$ cat src/rtl/card_irq_pkg.sv
package card_irq_pkg;
  localparam int ADDR_W = 8;
  localparam int DATA_W = 8;
  localparam int NPINS  = 2;
  localparam int POL_W  = 2;
  localparam logic [ADDR_W-1:0] OFS_STATUS = 8'h0C;
  localparam logic [ADDR_W-1:0] OFS_SRESET = 8'h0D;

  typedef enum logic [POL_W-1:0] {
    POL_KEEP  = 2'b00,
    POL_INV   = 2'b01,
    POL_OFF_A = 2'b10,
    POL_OFF_B = 2'b11
  } pol_e;

  typedef struct packed {
    logic uart_rst;
    logic lbus_rst;
  } sreset_t;
endpackage

$ cat src/rtl/cirq_rst_sync.sv
module cirq_rst_sync #(
  parameter int STAGES = 2
) (
  input  logic clk,
  input  logic rst_n,
  output logic rst_n_sync
);
  logic [STAGES-1:0] chain_q;

  always_ff @(posedge clk or negedge rst_n) begin
    if (!rst_n) chain_q <= '0;
    else        chain_q <= {chain_q[STAGES-2:0], 1'b1};
  end

  assign rst_n_sync = chain_q[STAGES-1];
endmodule

$ cat src/rtl/cirq_pin_cond.sv
module cirq_pin_cond
  import card_irq_pkg::*;
#(
  parameter int SYNC_STAGES = 2
) (
  input  logic             clk,
  input  logic             rst_n,
  input  logic             pin_i,
  input  logic [POL_W-1:0] pol_i,
  output logic             state_o
);
  logic [SYNC_STAGES-1:0] sync_q;
  logic [SYNC_STAGES-1:0] sync_d;
  logic                   state_c;

  always_comb begin
    sync_d = {sync_q[SYNC_STAGES-2:0], pin_i};
  end

  always_ff @(posedge clk or negedge rst_n) begin
    if (!rst_n) sync_q <= '0;
    else        sync_q <= sync_d;
  end

  always_comb begin
    unique case (pol_e'(pol_i))
      POL_KEEP: state_c = sync_q[SYNC_STAGES-1];
      POL_INV:  state_c = ~sync_q[SYNC_STAGES-1];
      default:  state_c = 1'b0;
    endcase
  end

  assign state_o = state_c;
endmodule

$ cat src/rtl/cirq_regs.sv
module cirq_regs
  import card_irq_pkg::*;
(
  input  logic              clk,
  input  logic              rst_n,
  input  logic [ADDR_W-1:0] addr_i,
  input  logic              wr_i,
  input  logic [DATA_W-1:0] wdata_i,
  input  logic [NPINS-1:0]  state_i,
  input  logic              uart_irq_i,
  output logic [DATA_W-1:0] rdata_o,
  output logic [NPINS-1:0]  mask_o,
  output sreset_t           srst_o
);
  localparam int MASK_LSB = NPINS;

  logic [NPINS-1:0] mask_q, mask_d;
  sreset_t          srst_q, srst_d;
  logic             wr_status, wr_sreset;

  assign wr_status = wr_i && (addr_i == OFS_STATUS);
  assign wr_sreset = wr_i && (addr_i == OFS_SRESET);

  always_comb begin
    mask_d = mask_q;
    srst_d = srst_q;
    if (wr_status) mask_d = wdata_i[MASK_LSB +: NPINS];
    if (wr_sreset) begin
      srst_d.uart_rst = wdata_i[1];
      srst_d.lbus_rst = wdata_i[0];
    end
  end

  always_ff @(posedge clk or negedge rst_n) begin
    if (!rst_n) begin
      mask_q <= '0;
      srst_q <= '0;
    end else begin
      if (wr_status) mask_q <= mask_d;
      if (wr_sreset) srst_q <= srst_d;
    end
  end

  always_comb begin
    rdata_o = '0;
    if (addr_i == OFS_STATUS) begin
      rdata_o[NPINS-1:0]          = state_i;
      rdata_o[MASK_LSB +: NPINS]  = mask_q;
      rdata_o[2*NPINS]            = uart_irq_i;
    end else if (addr_i == OFS_SRESET) begin
      rdata_o[1] = srst_q.uart_rst;
      rdata_o[0] = srst_q.lbus_rst;
    end
  end

  assign mask_o = mask_q;
  assign srst_o = srst_q;
endmodule

$ cat src/rtl/cirq_req_gen.sv
module cirq_req_gen #(
  parameter int DIV_W = 8
) (
  input  logic             clk,
  input  logic             rst_n,
  input  logic             cond_i,
  input  logic             pulse_mode_i,
  input  logic [DIV_W-1:0] div_i,
  output logic             irq_n_o
);
  logic [DIV_W-1:0] cnt_q, cnt_d;
  logic             cond_q, lvl_q;
  logic             pend_q, pend_d;
  logic             act_q, act_d;
  logic             tick, rise, start;

  assign tick  = (cnt_q >= div_i);
  assign rise  = cond_i & ~cond_q;
  assign start = tick & pend_q & ~act_q;

  always_comb begin
    cnt_d = tick ? '0 : cnt_q + 1'b1;
    if (!pulse_mode_i) begin
      pend_d = 1'b0;
      act_d  = 1'b0;
    end else begin
      pend_d = rise ? 1'b1 : (start ? 1'b0 : pend_q);
      if (start)              act_d = 1'b1;
      else if (tick && act_q) act_d = 1'b0;
      else                    act_d = act_q;
    end
  end

  always_ff @(posedge clk or negedge rst_n) begin
    if (!rst_n) begin
      cnt_q  <= '0;
      cond_q <= 1'b0;
      lvl_q  <= 1'b0;
      pend_q <= 1'b0;
      act_q  <= 1'b0;
    end else begin
      cnt_q  <= cnt_d;
      cond_q <= cond_i;
      lvl_q  <= cond_i;
      pend_q <= pend_d;
      act_q  <= act_d;
    end
  end

  assign irq_n_o = ~(pulse_mode_i ? act_q : lvl_q);
endmodule

$ cat src/rtl/card_irq_gen.sv
module card_irq_gen
  import card_irq_pkg::*;
#(
  parameter int DIV_W       = 8,
  parameter int SYNC_STAGES = 2
) (
  input  logic              clk,
  input  logic              rst_n,
  input  logic [1:0]        pin_i,
  input  logic              uart_irq_i,
  input  logic [3:0]        pol_cfg_i,
  input  logic              pulse_mode_i,
  input  logic [DIV_W-1:0]  div_ratio_i,
  input  logic              local_bus_mode_i,
  input  logic [ADDR_W-1:0] reg_addr_i,
  input  logic              reg_wr_i,
  input  logic [DATA_W-1:0] reg_wdata_i,
  output logic [DATA_W-1:0] reg_rdata_o,
  output logic              irq_n_o,
  output logic              uart_srst_o,
  output logic              lbus_srst_o
);
  logic             rst_n_s;
  logic [NPINS-1:0] state_w;
  logic [NPINS-1:0] mask_w;
  sreset_t          srst_w;
  logic             cond_w;

  cirq_rst_sync #(.STAGES(2)) u_rst (
    .clk(clk), .rst_n(rst_n), .rst_n_sync(rst_n_s)
  );

  for (genvar p = 0; p < NPINS; p++) begin : g_pin
    cirq_pin_cond #(.SYNC_STAGES(SYNC_STAGES)) u_pin (
      .clk     (clk),
      .rst_n   (rst_n_s),
      .pin_i   (pin_i[p]),
      .pol_i   (pol_cfg_i[p*POL_W +: POL_W]),
      .state_o (state_w[p])
    );
  end

  cirq_regs u_regs (
    .clk        (clk),
    .rst_n      (rst_n_s),
    .addr_i     (reg_addr_i),
    .wr_i       (reg_wr_i),
    .wdata_i    (reg_wdata_i),
    .state_i    (state_w),
    .uart_irq_i (uart_irq_i),
    .rdata_o    (reg_rdata_o),
    .mask_o     (mask_w),
    .srst_o     (srst_w)
  );

  assign cond_w = uart_irq_i | (|(state_w & mask_w));

  cirq_req_gen #(.DIV_W(DIV_W)) u_req (
    .clk          (clk),
    .rst_n        (rst_n_s),
    .cond_i       (cond_w),
    .pulse_mode_i (pulse_mode_i),
    .div_i        (div_ratio_i),
    .irq_n_o      (irq_n_o)
  );

  assign uart_srst_o = srst_w.uart_rst;
  assign lbus_srst_o = srst_w.lbus_rst & local_bus_mode_i;
endmodule

$ cat config.mk
export PLATFORM = sky130hd
export DESIGN_NAME = card_irq_gen
export DESIGN_NICKNAME = d
export VERILOG_FILES = /design/src/rtl/card_irq_pkg.sv /design/src/rtl/cirq_rst_sync.sv /design/src/rtl/cirq_pin_cond.sv /design/src/rtl/cirq_regs.sv /design/src/rtl/cirq_req_gen.sv /design/src/rtl/card_irq_gen.sv
export SDC_FILE = /design/constraint.sdc
export NUM_CORES = 1
export LEC_CHECK = 0
export BUFFER_PORTS_ARGS = -buffer_cell sky130_fd_sc_hd__buf_2
export CAP_MARGIN = 30
export CORE_MARGIN = 3
export CORE_UTILIZATION = 38
export CTS_BUF_LIST = sky130_fd_sc_hd__clkbuf_16
export CTS_CLUSTER_DIAMETER = 120
export DETAILED_ROUTE_END_ITERATION = 16
export GPL_ROUTABILITY_DRIVEN = 1
export PLACE_DENSITY = 0.76
export RECOVER_POWER = 25
export SLEW_MARGIN = 25
export SYNTH_ARGS = -nofsm -noshare
export SYNTH_HDL_FRONTEND = slang
export SYNTH_SLANG_ARGS = --single-unit
$ cat constraint.sdc
create_clock -name clk -period 4.8 [get_ports clk]
set_input_delay 1.44 -clock clk [delete_from_list [all_inputs] [get_ports clk]]
set_output_delay 1.44 -clock clk [all_outputs]
set_load 0.05 [all_outputs]
Yosys cells after proc, flatten, opt, wreduce, memory -nomap -nowiden
Index checks and enable logic that the tools add are counted.
{"block": "op_classes", "addsub": 1, "order_cmp": 1, "eq_ne": 6, "mux": 13, "bitwise_logic": 11, "n_reduce_logical": 6}
{"operator": "$eq A8 B4 Y1 const B", "n": 2}
{"operator": "$add A8 B1 Y8 const B", "n": 1}
{"operator": "$ge A8 B8 Y1", "n": 1}
{"operator": "$mux W8", "n": 1}
{"operator": "$mux W1", "n": 7}
{"operator": "$ne A3 B1 Y1 const B", "n": 2}
{"operator": "$not A1 Y1", "n": 5}
{"operator": "$and A1 B1 Y1", "n": 4}
{"operator": "$eq A2 B1 Y1 const B", "n": 2}
{"operator": "$logic_not A2 Y1", "n": 2}
{"operator": "$mux W2", "n": 2}
{"operator": "$pmux W1 S2", "n": 2}
{"operator": "$logic_and A1 B1 Y1", "n": 3}
{"operator": "$mux W3", "n": 1}
{"operator": "$and A2 B2 Y2", "n": 1}
{"operator": "$reduce_or A2 Y1", "n": 1}
{"operator": "$or A1 B1 Y1", "n": 1}
{"block": "word_totals", "ff_bits": 21, "output_inout_bits": 11}

Logic depth before layout (Yosys ltp)
{"block": "depth", "depth_word": 8, "mapped_depth": 6}

Hierarchy
From an unflattened synthesis, not the netlist that was laid out.
{"block": "hier_totals", "hier_cells": 106, "area_unflattened_um2": 1137.3}
{"module": "cirq_req_gen", "n_inst": 1, "cells_each": 65, "area_per_inst_um2": 650.6, "seq_area_each_um2": 275.3}
{"module": "cirq_regs", "n_inst": 1, "cells_each": 28, "area_per_inst_um2": 291.5, "seq_area_each_um2": 100.1}
{"module": "cirq_pin_cond", "n_inst": 2, "cells_each": 4, "area_per_inst_um2": 62.6, "seq_area_each_um2": 50.0}
{"module": "cirq_rst_sync", "n_inst": 1, "cells_each": 3, "area_per_inst_um2": 53.8, "seq_area_each_um2": 50.0}
{"module": "card_irq_gen", "n_inst": 1, "cells_each": 2, "area_per_inst_um2": 16.3, "seq_area_each_um2": 0.0}

Worst setup path before layout
OpenSTA, ideal clock, no wires.
{"block": "synth_path", "kind": "input-to-output", "start": "input port reg_addr_i[5]", "end": "output port reg_rdata_o[1]", "arrival_time_ps": 2795, "required_time_ps": 3360, "setup_slack_ps": 565, "cell_stages": 3, "path_buffers": 0, "cell_sequence": "or4_4 > nor4_4 > a22o_1"}
{"block": "synth_via", "elab_chain_cells": 3, "word_cells_on_any_way": 4, "cone_classes": "eq/ne (2); mux (2)"}
{"element": "start, declared", "line_no": "card_irq_gen.sv:15", "text": "input logic [ADDR_W-1:0] reg_addr_i,"}
{"element": "$eq A8 B4 Y1", "line_no": "cirq_regs.sv:50", "text": "end else if (addr_i == OFS_SRESET) begin"}
{"element": "$mux W2", "line_no": "cirq_regs.sv:50"}
{"element": "$mux W2 (*)", "line_no": "cirq_regs.sv:46", "text": "if (addr_i == OFS_STATUS) begin"}
{"element": "end, declared", "line_no": "card_irq_gen.sv:18", "text": "output logic [DATA_W-1:0] reg_rdata_o,"}
Mark *: on every way between the ends. The rest lies on a longest branch, timed or not.

Final worst setup path
{"block": "layout_path", "start": "input port reg_addr_i[5]", "end": "output port reg_rdata_o[0]"}
Same word-level chain as after synthesis.

==> reports/metrics.cfg <==
[setup_path]
cp.arrival_ns=2.93
cp_cell_sequence=buf_2 > or4_4 > nor4_4 > a22o_2 > buf_2
start_kind=primary input
critPathCaptureType=primary output
crit_fanout=6
cp_slowest_cell=or4_4
path_buf_inv=2
max_stage_delay_ns=0.56
crit_required_ns=3.36
cp_common_cell=buf_2
path_class=primary input to primary output
crit_family=simple AND/OR/NAND/NOR gates

[clock_network]
cts_tree=done
cts_hold_buffers=0
clockBufferDepth=2
htreeDepth=1
cts_setup_buffers=0
clock_sinks=21
cts_buffers=3
post_cts_resized=0
clkLatencyLatePin_ns=0.25
cts-root-buf=clkbuf_16
clkSlewWorstSetupHoldPaths_ns=0.06

[timing]
layout_min_cycle_time_ns=4.37
tightest_slew_ns=0.774
fin_skew_ns=0.00143
setup_viol=0
fmax_mhz=229
fin_tns_setup_ns=0
relSlewSlack=0.481
worst_slack_ns=0.432
hold_ws_ns=0.298
slew_viol_final=0
rsz0062_at_grt=false
finalHoldViolCount=0
timing.final.crit_share=0.910

[route]
wl_um=2200
wl_per_cell_um=12.2
viasPerCell=4.83
drtIter0Drc=15
via_count=870
first_pass_iters=4
ant_nets=0
drc=0

[logic_synthesis]
synth_top_area_cell=dfrtp_1
avgSynthCellArea_um2=10.8
seq_area_frac_synth=0.455
syn_area_mm2=0.00115
ys_types=33
synth_top_area_frac=0.455
synth_cells=107
ys_seq_elements=21
ys_warn_count=0
synth_area_leaders=dfrtp_1 46%, ha_1 9.8%, xor2_1 3.8%

[finish]
drive_gt1_frac=0.362
n_antenna_cell=0
final_common_cell=buf_2
nets=195
layout_common_cells=39 x buf_2, 21 x dfrtp_1, 11 x nor2_1, 10 x inv_1, 9 x ha_1
nFillCells=249
fin_util=0.515
area.growth.synth_to_final_pct=26.1

[placement]
dpl.hpwl_um=1770
place.gp.congestion=0.765
preCtsSetupSlack_ns=0.425
port-buffer-count=39

[grt]
grt_pass1_vias=904
antenna_found_initial=0
grt_max_degree=20
grt_pass1_wl_um=3690
grt_use_total=0.128
overflow=0

[floorplan]
start_util=0.408
core_mm2=0.00283
die_h_um=61.1
num_rows=19
die_area_mm2=0.00374
die-width_um=61.1
io_pins=47

[worst_hold_path]
hold_path_class=register to asynchronous set/reset pin

[power]
p_leak_uw=0.000766
ir_worst_vdd_mv=0.215
powerDensity_mw_per_mm2=392
power_uw=571

[status]
status=completed

[run]
maxCapViolations=0

## worst paths after layout
kind | start | to | slack (ns) | cells past startpoint
setup / recovery | reg_addr_i[5] | reg_rdata_o[0] | 0.43 | 5
hold / removal | u_rst.chain_q[1] | u_req.cnt_q[2] | 0.30 | 0
setup reg to reg | u_req.cnt_q[0] | u_req.act_q | 2.78 | 6
hold reg to reg | u_rst.chain_q[1] | u_req.cnt_q[2] | 0.30 | 0
max in group asynchronous | rst_n | u_rst.chain_q[0] | 3.75 | 1
min in group clk | g_pin[1].u_pin.sync_q[0] | g_pin[1].u_pin.sync_q[1] | 0.35 | 0
## report_power, final
| part | internal, µW | switching (µW) |
|---|---|---|
| registers | 210 | 41.1 |
| clock network | 113 | 61.1 |
| logic | 68.3 | 78.0 |
| total | 391 | 180 |
## stage by stage
stage,instances,area (µm²)
after global routing,180,1460
after global placement,176,1370
after CTS,180,1460
after detailed placement,176,1370
after floorplan,109,1160
final,180,1460
## metal layers
metal / up-vias / share of wire / track usage / routed length (µm)
met5: - / 0 / 0 / 0
met4: 0 / 0 / 0.0557 / 0
met3: 0 / 0.018 / 0.00629 / 40
met2: 13 / 0.58 / 0.227 / 1280
met1: 415 / 0.40 / 0.161 / 879
li1: 442 / - / - / -
## worst register-to-register path: stages (launching register included)
cell and delay, ns:
dfrtp_1 0.44, inv_1 0.07, ha_1 0.26, nand2b_1 0.13, a2111oi_0 0.52, o31ai_2 0.26
mux2i_1 0.18
## synth_stat cells, drive strengths merged
cell type	number
dfrtp	21
nor2	11
inv	10
ha	9
nand2	6
nand3	6
xor2	5
and2	4
mux2	4
buf	3
o21a	3
xnor2	3
a21oi	2
a22o	2
and3	2
conb	2
nor3b	2
a2111oi	1
mux2i	1
nand2b	1
nand3b	1
nand4	1
nor4	1
nor4b	1
o211ai	1
o311ai	1
o31ai	1
or3	1
or4	1
## sequential cells by signal (all words and copies together), names as in the netlist
register            cells
u_req.cnt_q             8
u_req.pend_q            1
u_req.act_q             1
u_regs.mask_o           2
u_req.cond_q            1
g_pin.u_pin.sync_q      4
u_rst.chain_q           2
u_regs.srst_o           2
## layout make-up
| type | count | area (µm²) | share of cell area |
|---|---|---|---|
| clock inverters | 1 | 7.51 | 0.00515 |
| inverters | 10 | 37.5 | 0.0258 |
| flip-flops and latches | 21 | 526 | 0.361 |
| well taps | 31 | 38.8 | 0.0266 |
| repair buffers | 39 | 195 | 0.134 |
| multi-input cells | 75 | 577 | 0.396 |
| clock buffers | 3 | 75.1 | 0.0515 |
## logic make-up (layout without fill, tap and decap cells)
kind of cell    after synthesis  after routing  share of synthesized area
simple gates                 38             38                      0.204
flops                        21             21                      0.455
buf+inv                      13             53                     0.0520
compound gates               11             11                     0.0769
fa+ha+maj                     9              9                     0.0975
xor+xnor                      8              8                     0.0607
mux                           5              5                     0.0477
other cells                   2              4                    0.00650
(Power assumes the default switching activity.)
